===== src/rtl/rwb_pkg.sv =====
package rwb_pkg;
  typedef enum logic [1:0] {
    RWB_IDLE = 2'd0,
    RWB_RUN  = 2'd1,
    RWB_DONE = 2'd2
  } rwb_state_e;
endpackage


===== src/rtl/rwb_seq.sv =====
module rwb_seq #(
  parameter int AW    = 12,
  parameter int RATIO = 4,
  localparam int CW   = (RATIO > 1) ? $clog2(RATIO) : 1
) (
  input  logic          clk,
  input  logic          rst,
  input  logic          m_read,
  input  logic [AW-1:0] m_address,
  input  logic          s_waitrequest,
  output logic          s_read,
  output logic [AW-1:0] s_address,
  output logic [CW-1:0] lane_idx,
  output logic          capture,
  output logic          done
);
  import rwb_pkg::*;

  rwb_state_e state;
  logic       last;

  assign last    = (lane_idx == CW'(RATIO - 1));
  assign capture = (state == RWB_RUN) && !s_waitrequest;
  assign done    = (state == RWB_DONE);

  always_ff @(posedge clk) begin
    if (rst) begin
      state     <= RWB_IDLE;
      s_read    <= 1'b0;
      s_address <= '0;
      lane_idx  <= '0;
    end else begin
      case (state)
        RWB_IDLE: begin
          if (m_read) begin
            state     <= RWB_RUN;
            s_read    <= 1'b1;
            s_address <= m_address;
            lane_idx  <= '0;
          end
        end
        RWB_RUN: begin
          if (!s_waitrequest) begin
            if (last) begin
              state  <= RWB_DONE;
              s_read <= 1'b0;
            end else begin
              lane_idx  <= lane_idx + 1'b1;
              s_address <= s_address + 1'b1;
            end
          end
        end
        default: state <= RWB_IDLE;
      endcase
    end
  end

  // consecutive narrow reads step the address by one
  p_addr_step_r2: assert property (@(posedge clk) disable iff (rst)
    (capture && !last) |=> (s_address == $past(s_address) + 1'b1));

  // a stalled narrow read keeps its request and address
  p_stall_hold_r5: assert property (@(posedge clk) disable iff (rst)
    (s_read && s_waitrequest) |=> (s_read && $stable(s_address)));

  // completion only follows the capture of a narrow read
  p_done_after_capture_r4: assert property (@(posedge clk) disable iff (rst)
    $rose(done) |-> $past(s_read && !s_waitrequest));
endmodule


===== src/rtl/rwb_pack.sv =====
module rwb_pack #(
  parameter int SLV_DW = 8,
  parameter int RATIO  = 4,
  localparam int MST_DW = SLV_DW * RATIO,
  localparam int CW     = (RATIO > 1) ? $clog2(RATIO) : 1
) (
  input  logic              clk,
  input  logic              rst,
  input  logic              capture,
  input  logic [CW-1:0]     lane_idx,
  input  logic [SLV_DW-1:0] s_readdata,
  output logic [MST_DW-1:0] m_readdata
);
  logic [RATIO-1:0] lane_we;

  for (genvar i = 0; i < RATIO; i++) begin : g_lane
    logic [SLV_DW-1:0] q;
    assign lane_we[i] = capture && (lane_idx == CW'(i));
    always_ff @(posedge clk) begin
      if (rst)             q <= '0;
      else if (lane_we[i]) q <= s_readdata;
    end
    assign m_readdata[i*SLV_DW +: SLV_DW] = q;
  end

  // a captured byte goes to at most one lane
  p_one_lane_r3: assert property (@(posedge clk) disable iff (rst)
    $onehot0(lane_we));
endmodule


===== src/rtl/rd_width_bridge.sv =====
module rd_width_bridge #(
  parameter int MST_DW = 32,
  parameter int SLV_DW = 8,
  parameter int AW     = 12,
  localparam int RATIO = MST_DW / SLV_DW,
  localparam int CW    = (RATIO > 1) ? $clog2(RATIO) : 1
) (
  input  logic              clk,
  input  logic              rst,
  input  logic [AW-1:0]     m_address,
  input  logic              m_read,
  output logic [MST_DW-1:0] m_readdata,
  output logic              m_waitrequest,
  output logic [AW-1:0]     s_address,
  output logic              s_read,
  input  logic [SLV_DW-1:0] s_readdata,
  input  logic              s_waitrequest
);
  logic          capture;
  logic          done;
  logic [CW-1:0] lane_idx;

  rwb_seq #(.AW(AW), .RATIO(RATIO)) u_seq (
    .clk(clk), .rst(rst), .m_read(m_read), .m_address(m_address),
    .s_waitrequest(s_waitrequest), .s_read(s_read), .s_address(s_address),
    .lane_idx(lane_idx), .capture(capture), .done(done)
  );

  rwb_pack #(.SLV_DW(SLV_DW), .RATIO(RATIO)) u_pack (
    .clk(clk), .rst(rst), .capture(capture), .lane_idx(lane_idx),
    .s_readdata(s_readdata), .m_readdata(m_readdata)
  );

  assign m_waitrequest = m_read && !done;

  // the completion cycle lasts one cycle
  p_done_one_cycle_r4: assert property (@(posedge clk) disable iff (rst)
    (m_read && !m_waitrequest) |=> !(m_read && !m_waitrequest));

  // no slave read remains open at master completion
  p_no_slave_at_done_r1: assert property (@(posedge clk) disable iff (rst)
    (m_read && !m_waitrequest) |-> !s_read);

  // the cycle after reset leaves the slave idle
  p_reset_idle_r7: assert property (@(posedge clk) disable iff (rst)
    $past(rst) |-> !s_read);
endmodule


===== config.mk =====
export PLATFORM = sky130hd
export DESIGN_NAME = rd_width_bridge
export DESIGN_NICKNAME = d
export VERILOG_FILES = /design/src/rtl/rwb_pkg.sv /design/src/rtl/rwb_seq.sv /design/src/rtl/rwb_pack.sv /design/src/rtl/rd_width_bridge.sv
export SDC_FILE = /design/constraint.sdc
export NUM_CORES = 1
export LEC_CHECK = 0
export ABC_AREA = 1
export BUFFER_PORTS_ARGS = -buffer_cell sky130_fd_sc_hd__buf_2
export CORE_MARGIN = 2
export CORE_UTILIZATION = 50
export CTS_CLUSTER_DIAMETER = 100
export DETAILED_ROUTE_END_ITERATION = 8
export HOLD_SLACK_MARGIN = 0.08
export PLACE_DENSITY = 0.79
export SLEW_MARGIN = 40
export SYNTH_ARGS = -nofsm -noshare
export SYNTH_HDL_FRONTEND = slang
export SYNTH_SLANG_ARGS = --single-unit

===== constraint.sdc =====
create_clock -name clk -period 1.5 [get_ports clk]
set_input_delay 0.075 -clock clk [delete_from_list [all_inputs] [get_ports clk]]
set_output_delay 0.075 -clock clk [all_outputs]
set_load 0.005 [all_outputs]

==> results of run 1 <==
==> logic make-up after synthesis <==
family / count (synthesis) / synth area share, %
and+or+nand+nor: 154 / 28.9
AOI/OAI and AO/OA: 63 / 15.8
DFF: 49 / 45.3
buffers and inverters: 33 / 6.70
adders and majority gates: 5 / 2.89
xor gates and xnor gates: 1 / 0.404
==> Yosys cell counts, drive strengths merged (2+ instances only) <==
master and instances:
ha 5, inv 24, a21oi 15, nand3 11, o21ai 41, nor2 83, nand2 55, nand4 3
o22ai 4, dfxtp 49, clkbuf 6, nand3b 2, buf 3
==> registers in the layout (all words and copies together) (netlist names) <==
register / flops
u_seq.state: 2
u_pack.g_lane.q: 32
u_seq.lane_idx: 2
u_seq.s_read: 1
u_seq.s_address: 12
==> worst min-delay path, stage by stage <==
cell and delay (ns):
buf_2 0.12, o21ai_0 0.09, nor2_1 0.08
==> layout make-up <==
class	count	area, um2	area share, %
clock buffers	6	82.6	3.04
clock inverters	2	13.8	0.507
inverters	24	92.6	3.41
multi-input cells	223	1050	38.7
flip-flops and latches	49	981	36.1
well taps	50	62.6	2.30
repair buffers	78	433	15.9
==> metrics by stage <==
step	hold WS (ns)	cells	setup slack, ns
final	0.0924	432	0.120
after global routing	0.0885	432	0.0244
after CTS	0.0822	432	0.0978
after detailed placement	0.395	421	0.118
after global placement	0.388	421	0.134
after floorplan	0.144	305	0.220
==> cells in the final DEF (no fill, tap or decap), types with 2 or more instances in the layout <==
cell type / Yosys / layout
nor2_1: 82 / 81
buf_2: 0 / 69
nand2_1: 54 / 53
dfxtp_1: 49 / 49
o21ai_0: 40 / 40
inv_1: 16 / 16
a21oi_1: 14 / 14
nand3_1: 11 / 11
inv_2: 7 / 7
clkbuf_8: 0 / 6
ha_1: 5 / 5
buf_4: 0 / 5
o22ai_1: 4 / 4
nand4_1: 3 / 3
dlygate4sd3_1: 0 / 3
nand2_2: 1 / 2
nand3b_1: 2 / 2
==> power breakdown <==
group	switching (mW)	internal, mW
Clock	0.438	0.374
Combinational	0.249	0.187
Sequential	0.0527	1.36
Total	0.740	1.92
==> worst max path at each step <==
stage	start	slack, ns	endpoint
6_report	u_seq.lane_idx[0]	0.12	u_seq.s_address[8]
5_1_grt	u_seq.lane_idx[0]	0.02	u_seq.s_address[11]
4_1_cts	u_seq.s_address[0]	0.1	u_seq.s_address[8]
3_5_place_dp	u_seq.s_address[0]	0.12	u_seq.s_address[8]
3_3_place_gp	u_seq.s_address[0]	0.13	u_seq.s_address[10]
2_1_floorplan	u_seq.lane_idx[0]	0.22	u_seq.s_address[7]
==> routing by layer <==
layer,routed length [um],vias up,GRT usage (%)
li1,-,1137,-
met1,2380,985,26.9
met2,2400,76,35.6
met3,352,7,5.67
met4,77,0,7.26
met5,0,-,0
==> timing repair <==
| item | CTS | global route |
|---|---|---|
| endpoints found under the hold margin | 5 | 0 |
| setup endpoints to repair | 0 | 3 |
| hold buffers | 3 | 0 |
| gates resized for setup | 0 | 3 |
==> results.sh, run 1 <==
export IMPL_outcome="finished clean"
export IMPL_cp_max_fo=13
export IMPL_route_detailed_drc=0
export IMPL_path_class="flop to flop"
export IMPL_grt_overflow_total=0
export IMPL_synth_cell_types=25
export IMPL_synthesis_instances=305
export IMPL_clock_path_buffers=2
export IMPL_hold_path_end="u_pack.g_lane[1].q[4]"
export IMPL_grt_usage_pct=21.4
export IMPL_core_area_um2=4090
export IMPL_cp_start_kind="flop"
export IMPL_worstHoldStart="s_readdata[4]"
export IMPL_initial_utilization_pct=53.0
export IMPL_reg2reg_to="u_seq.s_address[8]"
export IMPL_finalSetupTns_ns=0
export IMPL_dp_hpwl_um=3770
export IMPL_vdd_drop_max_uv=531
export IMPL_cts_root_buf="clkbuf_8"
export IMPL_stdcell_area_um2=2720
export IMPL_maxSlewHeadroom_pct=74.1
export IMPL_dieArea_um2=4870
export IMPL_grt_pass1_wl_um=8560
export IMPL_r2r_start="u_seq.lane_idx[0]"
export IMPL_crit_chain="ha_1 -> inv_1 -> o21ai_4 -> buf_12 -> nor2_1 -> nand2_1 -> a21oi_1"
export IMPL_tightest_slew_ns=0.387
export IMPL_diodes=0
export IMPL_critPathSlowestCell="dfxtp_1"
export IMPL_grt_max_degree=35
export IMPL_seq_area_frac_synth_pct=45.3
export IMPL_antenna_found_initial=0
export IMPL_post_drt_via_cell_ratio=5.10
export IMPL_dpl_cell_area_um2=2580
export IMPL_leakagePower_nw=1.25
export IMPL_cp_depth=7
export IMPL_fin_util_pct=66.4
export IMPL_cts_max_level=2
export IMPL_die_w_um=69.8
export IMPL_hold_class="input port to flop"
export IMPL_crit_arrival_ns=1.57
export IMPL_cap_violations=0
export IMPL_cp_num_buf_inv=2
export IMPL_cts_sinks=49
export IMPL_synth_area_top_cells="dfxtp_1 (45%), nor2_1 (14%), nand2_1 (9.4%)"
export IMPL_postSynthNetCount=334
export IMPL_required_ns=1.69
export IMPL_regToRegSetupSlack_ns=0.12
export IMPL_wl_per_cell_um=12.1
export IMPL_setup_viol=0
export IMPL_final_nets=410
export IMPL_p_per_area_nw_per_um2=981
export IMPL_min_period_ns=1.38
export IMPL_die_y_um=69.8
export IMPL_synth_async_reset_ratio_pct=0
export IMPL_vias=2205
export IMPL_first_global_vias=1926
export IMPL_netlist_area_leader_share_pct=45.3
export IMPL_total_power_mw=2.66
export IMPL_drive_above_1_share_pct=25.4
export IMPL_tritoncts="yes"
export IMPL_period_share_pct=92.0
export IMPL_final_hold_viol_count=0
export IMPL_cts_setup_buffers=0
export IMPL_io_pins=70
export IMPL_synth_cell_area_um2=2170
export IMPL_fin_skew_ns=0.00255
export IMPL_clock_latency_ns=0.30
export IMPL_yosysWarnings=0
export IMPL_clk_pin_slew_ns=0.09
export IMPL_end_kind="flop"
export IMPL_gp_congestion=0.828
export IMPL_area_growth_pct=25.4
export IMPL_syn_area_per_cell_um2=7.10
export IMPL_dr_pass1_iters=4
export IMPL_wirelength_um=5210
export IMPL_cts_made_buffers=5
export IMPL_ant_nets=0
export IMPL_synth_edf_count=0
export IMPL_ys_ff_latch=49
export IMPL_fmax_ghz=0.725
export IMPL_synth_area_leader_cell="dfxtp_1"
export IMPL_hold_depth=3
export IMPL_fillers=393
export IMPL_drt_iter0_drc=140
export IMPL_finalMaxSlewViolations=0
export IMPL_cp_top_family="flip-flops"
export IMPL_max_stage_delay_ns=0.39
export IMPL_rr_worst_depth=7
export IMPL_synth_flop_cell="dfxtp_1"
export IMPL_rsz0062_at_grt="false"
export IMPL_num_rows=23
export IMPL_port_buffers=69
(Power assumes the default switching activity.)
==> inputs of run 2 (changes only) <==
--- a/config.mk
+++ b/config.mk
@@ -8,4 +8,5 @@
 export ABC_AREA = 1
 export BUFFER_PORTS_ARGS = -buffer_cell sky130_fd_sc_hd__buf_2
+export CAP_MARGIN = 5
 export CORE_MARGIN = 2
 export CORE_UTILIZATION = 50
==> constraint.sdc (replaced) <==
create_clock -name clk -period 1.5 [get_ports clk]
set_input_delay 0.3 -clock clk [delete_from_list [all_inputs] [get_ports clk]]
set_output_delay 0.3 -clock clk [all_outputs]
set_load 0.005 [all_outputs]
==> run 2 against run 1 <==
Total power grew 2.7%. Critical path depth stayed put. Clock skew up 0.0071 ns. Global-route usage about the same. Sequential share of layout area is 0.20 points higher. Largest power group unchanged.
==> results.sh, run 2 (synthesis gave the netlist of run 1 again) <==
export IMPL_outcome="finished clean"
export IMPL_pwr_share_clk_pct=32.5
export IMPL_cts_sinks=49
export IMPL_grt_overflow_total=0
export IMPL_initial_utilization_pct=53.0
export IMPL_dpl_cell_count=422
export IMPL_final_cell_mix="nor2_1 (80), buf_2 (69), nand2_1 (54), dfxtp_1 (49), o21ai_0 (40)"
export IMPL_finalSetupTns_ns=0
export IMPL_final_nets=408
export IMPL_first_global_vias=1962
export IMPL_fin_ws_ns=0.153
export IMPL_vias=2214
export IMPL_power_frac_comb_pct=15.7
export IMPL_cts_max_level=2
export IMPL_setup_viol=0
export IMPL_hold_class="input port to flop"
export IMPL_vdd_drop_max_uv=649
export IMPL_p_per_area_nw_per_um2=1010
export IMPL_ant_nets=0
export IMPL_grt_usage_pct=21.5
export IMPL_post_drt_via_cell_ratio=5.16
export IMPL_dp_hpwl_um=3870
export IMPL_dieArea_um2=4870
export IMPL_final_common_cell="nor2_1"
export IMPL_drive_above_1_share_pct=25.6
export IMPL_required_ns=1.68
export IMPL_fmax_ghz=0.742
export IMPL_rsz0062_at_grt="false"
export IMPL_num_rows=23
export IMPL_clk_pin_slew_ns=0.09
export IMPL_final_hold_viol_count=0
export IMPL_fin_util_pct=66.1
export IMPL_switching_power_mw=0.704
export IMPL_min_period_ns=1.35
export IMPL_whs_ns=0.319
export IMPL_path_class="flop to flop"
export IMPL_p_seq_share_pct=51.8
export IMPL_area_growth_pct=24.7
export IMPL_cap_violations=0
export IMPL_leakagePower_nw=1.25
export IMPL_maxSlewHeadroom_pct=78.7
export IMPL_die_y_um=69.8
export IMPL_drt_iter0_drc=129
export IMPL_stdcell_area_um2=2700
export IMPL_cp_startpoint="u_seq.state[1]"
export IMPL_fin_cells=429
export IMPL_p_int_mw=2.03
export IMPL_cts_root_buf="clkbuf_8"
export IMPL_total_power_mw=2.74
export IMPL_r2r_start="u_seq.state[1]"
export IMPL_antenna_found_initial=0
export IMPL_tritoncts="yes"
export IMPL_cts_made_buffers=5
export IMPL_dr_pass1_iters=5
export IMPL_diodes=0
export IMPL_dpl_cell_area_um2=2590
export IMPL_power_switching_share_pct=25.7
export IMPL_fin_skew_ns=0.00965
export IMPL_wl_per_cell_um=12.1
export IMPL_regMostFlops="u_pack.g_lane.q"
export IMPL_reg_top3="u_pack.g_lane.q (32), u_seq.s_address (12)"
export IMPL_largest_reg_flops=32
export IMPL_io_pins=70
export IMPL_crit_arrival_ns=1.53
export IMPL_end_kind="flop"
export IMPL_grt_pass1_wl_um=8640
export IMPL_dp_worst_setup_slack_ns=0.0853
export IMPL_core_area_um2=4090
export IMPL_port_buffers=69
export IMPL_grt_max_degree=35
export IMPL_clock_latency_ns=0.29
export IMPL_tightest_slew_ns=0.318
export IMPL_cp_start_kind="flop"
export IMPL_wirelength_um=5190
export IMPL_finalMaxSlewViolations=0
export IMPL_gp_congestion=0.804
export IMPL_route_detailed_drc=0
export IMPL_period_share_pct=89.8
export IMPL_die_w_um=69.8
export IMPL_rr_worst_depth=7
export IMPL_hold_depth=3
export IMPL_clock_path_buffers=2
export IMPL_cp_max_fo=10
export IMPL_worstHoldStart="s_readdata[3]"
## run 2: changes by cell type in the layout (fill, tap and decap cells not counted)
cell | previous run | this run
buf_4 | 5 | 6
bufinv_16 | 0 | 1
clkbuf_8 | 6 | 5
clkinv_4 | 1 | 0
dlygate4sd3_1 | 3 | 0
nand2_1 | 53 | 54
nand2_2 | 2 | 1
nor2_1 | 81 | 80
nor2_2 | 0 | 1
## run 2: layout make-up
type,count,area [um2]
Clock buffer,5,68.8
Clock inverter,2,35.0
Fill cell,363,1390
Inverter,24,92.6
Multi-Input combinational cell,223,1050
Sequential cell,49,981
Tap cell,50,62.6
Timing Repair Buffer,76,410
## run 2: per-layer routing
metal | part of all wire, % | GRT usage, % | vias to the layer above
met5 | 0 | 0 | -
met4 | 1.1 | 6.20 | 0
met3 | 5.8 | 5.09 | 6
met2 | 49 | 35.6 | 71
met1 | 44 | 27.9 | 1006
li1 | - | - | 1131
## run 2: critical path, stage by stage (launching register included)
cell and delay [ns]:
dfxtp_1 0.45, nor2_8 0.07, nand2_1 0.11, inv_2 0.07
nand2_1 0.24, inv_2 0.14, nor2_1 0.12, nor2_1 0.06
## run 2: path summary, 6_finish.rpt
kind	to	slack, ns
worst max-delay path	u_pack.g_lane[3].q[4]	0.15
worst min-delay path	u_pack.g_lane[2].q[3]	0.32
worst max register to register	u_pack.g_lane[3].q[4]	0.15
worst min register to register	u_seq.s_read	0.47
## run 2: power by group through the flow
| stage | Combinational (mW) | Sequential [mW] | Clock [mW] |
|---|---|---|---|
| floorplan | 0.254 | 1.45 | 0 |
| global placement | 0.421 | 1.44 | 0 |
| detailed placement | 0.428 | 1.45 | 0 |
| CTS | 0.431 | 1.42 | 0.912 |
| global route | 0.485 | 1.43 | 0.957 |
| finish | 0.430 | 1.42 | 0.889 |
## run 2: what timing repair did
item                                    4_1_cts  5_1_grt
endpoints found under the setup margin        0        3
gates resized for setup                       0        3
hold buffers                                  0        0
buffers inserted                              0        0
